### config.mk
export PLATFORM = sky130hd
export DESIGN_NAME = sc_core
export DESIGN_NICKNAME = d
export VERILOG_FILES = /design/src/rtl/sc_pkg.sv /design/src/rtl/sc_decoder.sv /design/src/rtl/sc_regfile.sv /design/src/rtl/sc_alu.sv /design/src/rtl/sc_imm_ext.sv /design/src/rtl/sc_core.sv
export SDC_FILE = /design/constraint.sdc
export NUM_CORES = 2
export LEC_CHECK = 0
export ABC_AREA = 0
export BUFFER_PORTS_ARGS = -buffer_cell sky130_fd_sc_hd__buf_2
export CAP_MARGIN = 10
export CORE_MARGIN = 2
export CORE_UTILIZATION = 45
export CTS_CLUSTER_SIZE = 25
export DETAILED_ROUTE_END_ITERATION = 10
export PLACE_DENSITY = 0.72
export SYNTH_ARGS = -nofsm -noshare
export SYNTH_HDL_FRONTEND = slang
export SYNTH_SLANG_ARGS = --single-unit
### constraint.sdc
create_clock -name clk -period 14.4 [get_ports clk]
set_input_delay 2.16 -clock clk [delete_from_list [all_inputs] [get_ports clk]]
set_output_delay 2.16 -clock clk [all_outputs]
set_load 0.01 [all_outputs]
### src/rtl/sc_pkg.sv
package sc_pkg;

  localparam logic [5:0] OPC_REG   = 6'h00;
  localparam logic [5:0] OPC_LOAD  = 6'h23;
  localparam logic [5:0] OPC_STORE = 6'h2B;
  localparam logic [5:0] OPC_BEQ   = 6'h04;
  localparam logic [5:0] OPC_JUMP  = 6'h02;

  localparam logic [5:0] FN_ADD = 6'h20;
  localparam logic [5:0] FN_SUB = 6'h22;
  localparam logic [5:0] FN_AND = 6'h24;
  localparam logic [5:0] FN_OR  = 6'h25;
  localparam logic [5:0] FN_SLT = 6'h2A;

  typedef enum logic [2:0] {
    ALU_ADD = 3'd0,
    ALU_SUB = 3'd1,
    ALU_AND = 3'd2,
    ALU_OR  = 3'd3,
    ALU_SLT = 3'd4
  } alu_op_e;

  typedef struct packed {
    logic    reg_we;    // write back into the register file
    logic    dst_rd;    // destination is rd (else rt)
    logic    src_imm;   // second ALU operand from the extended immediate
    logic    wb_load;   // write-back value comes from load data
    logic    mem_we;    // store
    logic    branch;    // conditional branch on zero
    logic    jump;      // absolute jump
    logic    ext_zero;  // zero-extend the immediate instead of sign-extend
    alu_op_e alu_op;
  } ctrl_t;

endpackage

### src/rtl/sc_decoder.sv
module sc_decoder
  import sc_pkg::*;
(
  input  logic [5:0] opcode,
  input  logic [5:0] funct,
  input  logic [4:0] shamt,
  output ctrl_t      ctrl
);

  // Register-type operation chosen by funct; valid only when shamt is zero.
  logic    fn_known;
  alu_op_e fn_op;

  always_comb begin
    fn_known = 1'b1;
    fn_op    = ALU_ADD;
    unique case (funct)
      FN_ADD:  fn_op = ALU_ADD;
      FN_SUB:  fn_op = ALU_SUB;
      FN_AND:  fn_op = ALU_AND;
      FN_OR:   fn_op = ALU_OR;
      FN_SLT:  fn_op = ALU_SLT;
      default: fn_known = 1'b0;
    endcase
  end

  always_comb begin
    ctrl        = '0;
    ctrl.alu_op = ALU_ADD;
    unique case (opcode)
      OPC_REG: begin
        if (fn_known && (shamt == 5'd0)) begin
          ctrl.reg_we = 1'b1;
          ctrl.dst_rd = 1'b1;
          ctrl.alu_op = fn_op;
        end
      end
      OPC_LOAD: begin
        ctrl.reg_we  = 1'b1;
        ctrl.src_imm = 1'b1;
        ctrl.wb_load = 1'b1;
      end
      OPC_STORE: begin
        ctrl.mem_we  = 1'b1;
        ctrl.src_imm = 1'b1;
      end
      OPC_BEQ: begin
        ctrl.branch = 1'b1;
        ctrl.alu_op = ALU_SUB;
      end
      OPC_JUMP: begin
        ctrl.jump = 1'b1;
      end
      default: begin
        ctrl.reg_we = 1'b0;
      end
    endcase
  end

endmodule

### src/rtl/sc_regfile.sv
module sc_regfile #(
  parameter int DATA_W   = 32,
  parameter int ENTRIES  = 32,
  parameter int RD_PORTS = 2,
  localparam int IDX_W   = $clog2(ENTRIES)
) (
  input  logic                           clk,
  input  logic                           wr_en,
  input  logic [IDX_W-1:0]               wr_idx,
  input  logic [DATA_W-1:0]              wr_data,
  input  logic [RD_PORTS-1:0][IDX_W-1:0] rd_idx,
  output logic [RD_PORTS-1:0][DATA_W-1:0] rd_data
);

  logic [DATA_W-1:0] store [ENTRIES];

  // Entry 0 is never written; its reads are forced to zero below.
  always_ff @(posedge clk) begin
    if (wr_en && (wr_idx != '0)) store[wr_idx] <= wr_data;
  end

  for (genvar p = 0; p < RD_PORTS; p++) begin : g_rd
    assign rd_data[p] = (rd_idx[p] == '0) ? '0 : store[rd_idx[p]];
  end

endmodule

### src/rtl/sc_alu.sv
module sc_alu
  import sc_pkg::*;
#(
  parameter int DATA_W = 32
) (
  input  logic [DATA_W-1:0] opa,
  input  logic [DATA_W-1:0] opb,
  input  alu_op_e           op,
  output logic [DATA_W-1:0] res,
  output logic              is_zero
);

  always_comb begin
    unique case (op)
      ALU_ADD: res = opa + opb;
      ALU_SUB: res = opa - opb;
      ALU_AND: res = opa & opb;
      ALU_OR:  res = opa | opb;
      ALU_SLT: res = {{(DATA_W-1){1'b0}}, ($signed(opa) < $signed(opb))};
      default: res = '0;
    endcase
  end

  assign is_zero = (res == '0);

endmodule

### src/rtl/sc_imm_ext.sv
module sc_imm_ext #(
  parameter int DATA_W = 32,
  parameter int IMM_W  = 16
) (
  input  logic [IMM_W-1:0]  imm,
  input  logic              zero_ext,
  output logic [DATA_W-1:0] ext
);

  assign ext = {{(DATA_W-IMM_W){imm[IMM_W-1] & ~zero_ext}}, imm};

endmodule

### src/rtl/sc_core.sv
module sc_core
  import sc_pkg::*;
#(
  parameter int DATA_W    = 32,
  parameter int REG_COUNT = 32,
  localparam int IDX_W    = $clog2(REG_COUNT),
  localparam int IMM_W    = 16,
  localparam int TGT_W    = 26
) (
  input  logic              clk,
  input  logic              rst,
  output logic [DATA_W-1:0] imem_addr,
  input  logic [DATA_W-1:0] imem_data,
  output logic [DATA_W-1:0] dmem_addr,
  output logic [DATA_W-1:0] dmem_wdata,
  output logic              dmem_we,
  input  logic [DATA_W-1:0] dmem_rdata
);

  // ---------------- instruction fields ----------------
  logic [5:0]       f_op, f_fn;
  logic [4:0]       f_sh;
  logic [IDX_W-1:0] f_rs, f_rt, f_rd;
  logic [IMM_W-1:0] f_imm;
  logic [TGT_W-1:0] f_tgt;

  assign f_op  = imem_data[31:26];
  assign f_rs  = imem_data[25:21];
  assign f_rt  = imem_data[20:16];
  assign f_rd  = imem_data[15:11];
  assign f_sh  = imem_data[10:6];
  assign f_fn  = imem_data[5:0];
  assign f_imm = imem_data[15:0];
  assign f_tgt = imem_data[25:0];

  // ---------------- control ----------------
  ctrl_t ctrl;

  sc_decoder u_dec (
    .opcode (f_op),
    .funct  (f_fn),
    .shamt  (f_sh),
    .ctrl   (ctrl)
  );

  // ---------------- register file ----------------
  logic [1:0][IDX_W-1:0]  rf_ridx;
  logic [1:0][DATA_W-1:0] rf_rdata;
  logic [DATA_W-1:0]      rs_val, rt_val, wb_val;
  logic [IDX_W-1:0]       wr_idx;

  assign rf_ridx[0] = f_rs;
  assign rf_ridx[1] = f_rt;
  assign rs_val     = rf_rdata[0];
  assign rt_val     = rf_rdata[1];
  assign wr_idx     = ctrl.dst_rd ? f_rd : f_rt;

  sc_regfile #(
    .DATA_W   (DATA_W),
    .ENTRIES  (REG_COUNT),
    .RD_PORTS (2)
  ) u_rf (
    .clk     (clk),
    .wr_en   (ctrl.reg_we),
    .wr_idx  (wr_idx),
    .wr_data (wb_val),
    .rd_idx  (rf_ridx),
    .rd_data (rf_rdata)
  );

  // ---------------- execute ----------------
  logic [DATA_W-1:0] imm_val, alu_b, alu_y;
  logic              alu_z;

  sc_imm_ext #(
    .DATA_W (DATA_W),
    .IMM_W  (IMM_W)
  ) u_ext (
    .imm      (f_imm),
    .zero_ext (ctrl.ext_zero),
    .ext      (imm_val)
  );

  assign alu_b = ctrl.src_imm ? imm_val : rt_val;

  sc_alu #(.DATA_W(DATA_W)) u_alu (
    .opa     (rs_val),
    .opb     (alu_b),
    .op      (ctrl.alu_op),
    .res     (alu_y),
    .is_zero (alu_z)
  );

  assign wb_val = ctrl.wb_load ? dmem_rdata : alu_y;

  // ---------------- data port ----------------
  assign dmem_addr  = alu_y;
  assign dmem_wdata = rt_val;
  assign dmem_we    = ctrl.mem_we;

  // ---------------- next PC ----------------
  logic [DATA_W-1:0] pc_q, pc_inc, pc_br, pc_jmp, pc_nxt;
  logic              br_take;

  assign pc_inc  = pc_q + DATA_W'(4);
  assign pc_br   = pc_inc + {imm_val[DATA_W-3:0], 2'b00};
  assign pc_jmp  = {pc_inc[DATA_W-1:DATA_W-4], f_tgt, 2'b00};
  assign br_take = ctrl.branch & alu_z;

  always_comb begin
    if (ctrl.jump)   pc_nxt = pc_jmp;
    else if (br_take) pc_nxt = pc_br;
    else              pc_nxt = pc_inc;
  end

  always_ff @(posedge clk or posedge rst) begin
    if (rst) pc_q <= '0;
    else     pc_q <= pc_nxt;
  end

  assign imem_addr = pc_q;

  // ---------------- assertions ----------------
  AST_PC_STEP: assert property (@(posedge clk) disable iff (rst)
    (!ctrl.jump && !br_take) |=> (imem_addr == $past(imem_addr) + 32'd4));

  AST_BRANCH_DEST: assert property (@(posedge clk) disable iff (rst)
    (br_take && !ctrl.jump) |=>
      (imem_addr == $past(imem_addr) + 32'd4 +
        {{14{$past(imem_data[15])}}, $past(imem_data[15:0]), 2'b00}));

  AST_JUMP_DEST: assert property (@(posedge clk) disable iff (rst)
    ctrl.jump |=> (imem_addr[27:0] == {$past(imem_data[25:0]), 2'b00}));

  AST_JUMP_REGION: assert property (@(posedge clk) disable iff (rst)
    ctrl.jump |=> (imem_addr[31:28] == $past(imem_addr[31:28] + {3'b000, &imem_addr[27:2]})));

  AST_RF_READBACK: assert property (@(posedge clk) disable iff (rst)
    (ctrl.reg_we && (wr_idx != '0)) |=>
      ((f_rs != $past(wr_idx)) || (rs_val == $past(wb_val))));

  AST_STORE_ONLY_SW: assert property (@(posedge clk) disable iff (rst)
    dmem_we |-> (imem_data[31:26] == OPC_STORE));

  AST_STORE_NO_WB: assert property (@(posedge clk) disable iff (rst)
    dmem_we |-> !ctrl.reg_we);

endmodule

-- Word level (Yosys, flattened, before mapping)
Memories as Yosys holds them, arrays and structs flattened.
Cells that the tools add are included.
- equal/unequal tests: 13
- bitwise gates (word level): 3
- $add $sub $neg: 4
- mux-type cells: 22
- $lt $le $gt $ge: 1
- reductions and logical operators: 11
- operators with widths (cell ; number):
    $mux W32 ; 6
    $pmux W32 S5 ; 1
    $add A32 B32 Y32 ; 2
    $eq A6 B6 Y1 const B ; 7
    $add A32 B3 Y32 const B ; 1
    $and A32 B32 Y32 ; 1
    $logic_not A32 Y1 ; 1
    $lt A32 B32 Y1 ; 1
    $or A32 B32 Y32 ; 1
    $sub A32 B32 Y32 ; 1
    $logic_not A5 Y1 ; 3
    $pmux W3 S4 ; 1
    $mux W1 ; 9
    $eq A3 B2 Y1 const B ; 2
    $eq A6 B2 Y1 const B ; 1
    $eq A6 B3 Y1 const B ; 1
    $logic_not A6 Y1 ; 1
    $pmux W3 S2 ; 1
    $mux W5 ; 1
    $reduce_bool A5 Y1 ; 1
    $reduce_or A5 Y1 ; 1
    $eq A3 B1 Y1 const B ; 1
    $eq A3 B3 Y1 const B ; 1
    $logic_not A3 Y1 ; 1
    other kinds (6) ; 7
- bits in registers: 32
- word-level logic and storage cells: 56
- bits of input ports: 66
- memories kept: 1
- bits in writable memories: 1024
- output and inout port bits: 97
- memories (name ; depth ; width ; rd ports ; clocked after memory_dff ; write ports ; RTL line ; RTL):
    u_rf.store ; 32 ; 32 ; 2 ; 0 ; 1 ; sc_regfile.sv:15 ; logic [DATA_W-1:0] store [ENTRIES];

-- Depth between registers and ports, before layout
- depth after elaboration: 12
- mapped depth: 29
- gate-level depth less buffers: 22

-- Modules after synthesis
Synthesis repeated with hierarchy kept, for this count alone.
- cell total of the unflattened synthesis: 3976
- area total of the unflattened synthesis: 58059.4 um^2
- by module, submodules not included (module ; times used ; sequential area each (um^2) ; area an instance (um^2) ; cells an instance):
    sc_regfile ; 1 ; 30749.5 ; 47929.7 ; 2564
    sc_alu ; 1 ; 0.0 ; 5228.8 ; 804
    sc_core ; 1 ; 750.7 ; 4460.5 ; 546
    sc_imm_ext ; 1 ; 0.0 ; 246.5 ; 32
    sc_decoder ; 1 ; 0.0 ; 193.9 ; 30

-- Least setup slack after synthesis
No wires, ideal clock.
- kind: input port to output port
- from: input port imem_data[21]
- to: output port dmem_addr[31]
- cell stages on the path: 20
- path buffers: 6
- setup slack: 4891 ps
- arrival: 7349 ps
- required time: 12240 ps
- path through: clkbuf_1 > buf_2 > buf_2 > buf_1 > clkbuf_1 > mux4_2 > a221oi_1 > nor3_1 > ha_1 > clkbuf_1 > a21oi_1 > o2111ai_1 > nand2_1 > a211oi_1 > nor3_1 > o21ai_0 > a31o_2 > mux2i_1 > o211ai_1 > nand2_1
- cells in the longest elaborated chain, start to end: 4
- elaborated cells on any way between the ends: 8
- classes of those cells: 2 x add/sub; 2 x mux; 2 x bitwise; 1 x reduce/logical; 1 x memory
- RTL lines (item ; RTL line ; RTL):
    from (decl) ; sc_core.sv:13 ; input logic [DATA_W-1:0] imem_data,
    $mem_v2 Z32 W32 / $logic_not A5 Y1 (equally long branches) ; -- ;
    $mux W32 (*) ; sc_regfile.sv:23 ; assign rd_data[p] = (rd_idx[p] == '0) ? '0 : store[rd_idx[p]];
    $sub A32 B32 Y32 (tied with other cells) ; sc_alu.sv:16 ; ALU_SUB: res = opa - opb;
    $pmux W32 S5 (*) ; sc_alu.sv:14 ; unique case (op)
    to (decl) ; sc_core.sv:14 ; output logic [DATA_W-1:0] dmem_addr,
Mark *: on every way between the ends. The rest lies on a longest branch, timed or not.

-- Worst setup path in the final report
- from: input port imem_data[16]
- to: output port dmem_addr[29]
- cells in the longest elaborated chain, start to end: 5
- elaborated cells on any way between the ends: 9
- classes of those cells: 2 x add/sub; 3 x mux; 2 x bitwise; 1 x reduce/logical; 1 x memory
- RTL lines (item ; RTL line ; RTL):
    $mem_v2 Z32 W32 / $logic_not A5 Y1 (equally long branches) ; -- ;
    $mux W32 (*) ; sc_regfile.sv:23 ;
    $mux W32 (*) ; sc_core.sv:84 ; assign alu_b = ctrl.src_imm ? imm_val : rt_val;
    $sub A32 B32 Y32 (tied with other cells) ; sc_alu.sv:16 ;
    $pmux W32 S5 (*) ; sc_alu.sv:14 ;
Marks and branches as above.

==> results.json <==
{
  "synth_top_cell_by_area": "edfxtp_1",
  "postSynth.asyncResetShare_pct": 2.846,
  "htreeDepth": 3,
  "nets": 3893,
  "drc": 0,
  "syn_area_sq_um": 56590,
  "gr-total-overflow": 0,
  "place_congestion": 0.9312,
  "drtAntennaViolNets": 0,
  "track_usage_pct": 27.54,
  "clkSinkCount": 1054,
  "synth_warnings": 0,
  "die_area_sq_um": 128600,
  "setup_tns_ns": 0,
  "grt_pass1_wl_microns": 253400,
  "clock_path_buffers": 3,
  "setup_viol": 0,
  "p_clk_share_pct": 29.4,
  "power.density_nw_per_um2": 138.7,
  "synth_seq_cells": 1054,
  "grt_pass1_vias": 35357,
  "routed_wirelength_microns": 179500,
  "final.period_utilization_pct": 77.41,
  "synthDistinctLibCells": 91,
  "numCtsBuffers": 102,
  "drt_iter0_drc": 6801,
  "routed.top_layer": "met5",
  "ff2ff_path_depth": 19,
  "num_io_pins": 163,
  "irDropWorstVdd_v": 0.0001463,
  "finalNonFillerCells": 5412,
  "sequentialPowerShare_pct": 45.5,
  "wl_met1_microns": 66110,
  "cts_tree": "built",
  "critPathCaptureType": "output port",
  "leakage_nw": 21.08,
  "die_h_microns": 358.6,
  "firstDrtPassIters": 5,
  "via_per_inst": 6.890,
  "synth_edf_count": 1024,
  "areaGrowthSynthToFinish_pct": 10.93,
  "cp-start-kind": "input pin",
  "cp_slowest_stage_delay_ns": 0.76,
  "critPathSlowestCell": "mux2i_1",
  "initial_core_util_pct": 45.18,
  "vias": 37291,
  "status": "finished, final reports clean",
  "post_cts_buffers": 0,
  "cp_cell_sequence": "buf_8 > buf_4 > mux4_2 > mux4_2 > mux2i_1 > nor3_1 > a21o_1 > ha_1 > nor2b_1 > o211ai_1 > a221o_1 > a21oi_1 > nor3_1 > o21ai_0 > o211ai_1 > xor2_1 > o22ai_1 > buf_2",
  "grt_setup_unrepaired": "no",
  "synth_top_area_share_pct": 54.34,
  "p_sw_share_pct": 31.03,
  "ys_seq_area_share_pct": 55.66,
  "fin_crit_ns": 11.15,
  "drive_above_1_share_pct": 28.42,
  "clkLatencyLatePin_ns": 0.70,
  "cts_hold_buf": 0,
  "yosys-top-cells-area": "edfxtp_1, mux4_2, ha_1",
  "layout_common_cells": "edfxtp_1, mux4_2, nor2_1, buf_2, mux2i_1",
  "p_int_mw": 6.005,
  "met2_length_microns": 79900,
  "tightest_slew_ns": 1.192,
  "die_x_microns": 358.6,
  "synthFlopType": "edfxtp_1",
  "rrSetupSlack_ns": 6.72,
  "cp_data_required_time_ns": 12.24,
  "synth_cells": 3564,
  "post-place-cells": 5237,
  "port_buffers": 160,
  "mostFrequentLayoutCell": "edfxtp_1",
  "drv_slew": 0,
  "power.switching_mw": 2.702,
  "hold_depth": 2,
  "crit_arrival_ns": 8.99,
  "syn_area_per_cell_sq_um": 15.88,
  "grt_max_degree": 122,
  "wl_met3_microns": 26140,
  "dp_hpwl_microns": 103300,
  "max_slew_margin_pct": 19.70,
  "cap_viol_max_count": 0,
  "antenna_found_initial": 8,
  "hold_class": "reg2reg",
  "max_freq_ghz": 0.08971,
  "post_drt_wl_per_cell_microns": 33.17,
  "crit_fanout": 81,
  "path_class": "in2out",
  "core_sq_um": 125200,
  "pwr-share-comb_pct": 25.1,
  "finClkSkew_ns": 0.04165,
  "cts_resized": 0,
  "num_rows": 130,
  "cts_root_buffer": "clkbuf_16",
  "hold_viol_final": 0,
  "clk_pin_slew_ns": 0.06
}
==> power groups by stage <==
stage                     Combinational [mW]  Sequential (mW)  Clock [mW]
after floorplan                         1.34             4.02           0
after detailed placement                2.11             4.03           0
after global placement                  2.08             4.02           0
final                                   2.19             3.97        2.56
after CTS                               2.12             3.96        2.57
after global routing                    2.32             3.97        2.69
==> cells in the mapped netlist (31+ instances only) <==
master,n
a211oi_1,33
a21o_1,32
a21oi_1,134
buf_1,53
buf_2,38
clkbuf_1,159
edfxtp_1,1024
ha_1,130
inv_1,111
mux2_2,59
mux2i_1,146
mux4_2,554
nand2_1,128
nand3_1,37
nor2_1,229
nor3_1,97
o211ai_1,32
o21ai_0,83
o22ai_1,31
xnor2_1,55
==> worst max-delay path: cells and delay by family <==
family          cells  cell delay, ns
buf+inv             3            1.53
fa+ha+maj           1            0.59
simple gates        3            0.77
compound gates      7            1.90
mux                 3            1.80
xor+xnor            1            0.09
==> final cells by class <==
cell class | instances | area (sq um)
multi-input combinational | 2175 | 24110
sequential | 1054 | 31500
clock inverter | 44 | 409.1
tap | 1650 | 2064
clock buffer | 127 | 2668
antenna | 1 | 2.502
timing repair buffer | 248 | 1599
fill | 10227 | 62470
inverter | 113 | 424.2
==> sequential cells by signal, indices dropped and copies added (netlist names) <==
register / cells
u_rf.store: 1024
imem_addr: 30
==> metrics by stage <==
stage	worst slack (ns)	total power [mW]	util (%)	hold WS [ns]	area [sq um]
5_1_grt	2.783	8.975	50.12	0.6964	62770
6_report	3.253	8.707	50.12	0.6574	62770
2_1_floorplan	4.892	5.356	-	0.6362	56710
4_1_cts	3.364	8.655	50.10	0.6590	62750
3_5_place_dp	3.382	6.140	47.64	0.6491	59670
3_3_place_gp	3.443	6.099	47.64	0.6354	59670
==> kinds of logic (layout without fill, tap and decap cells) <==
family                   count (synthesis)  count (layout)  synth area share [%]
AO/OA/AOI/OAI                          522             522                 6.257
flip-flops                            1054            1054                 55.66
adder cells (fa/ha/maj)                133             133                 2.980
multiplexers                           762             762                 25.86
other                                    1              35              0.006627
AND/OR/NAND/NOR                        650             650                 5.521
XOR/XNOR                                74              74                 1.145
buffers and inverters                  368             532                 2.560
==> metal layers <==
metal / track usage (%) / vias to the layer above
met3: 8.437 / 446
met2: 40.86 / 2876
met5: 0 / -
li1: - / 14834
met4: 10.09 / 8
met1: 38.48 / 19127
==> final timing paths <==
check / from / to
setup / recovery: imem_data[16] / dmem_addr[29]
min in group asynchronous: rst / imem_addr[20]
max in group asynchronous: rst / imem_addr[15]
hold / removal: imem_addr[31] / imem_addr[31]
hold reg to reg: imem_addr[31] / imem_addr[31]
setup reg to reg: u_rf.store[15][2] / imem_addr[14]
Power figures use the tool's default switching activity.
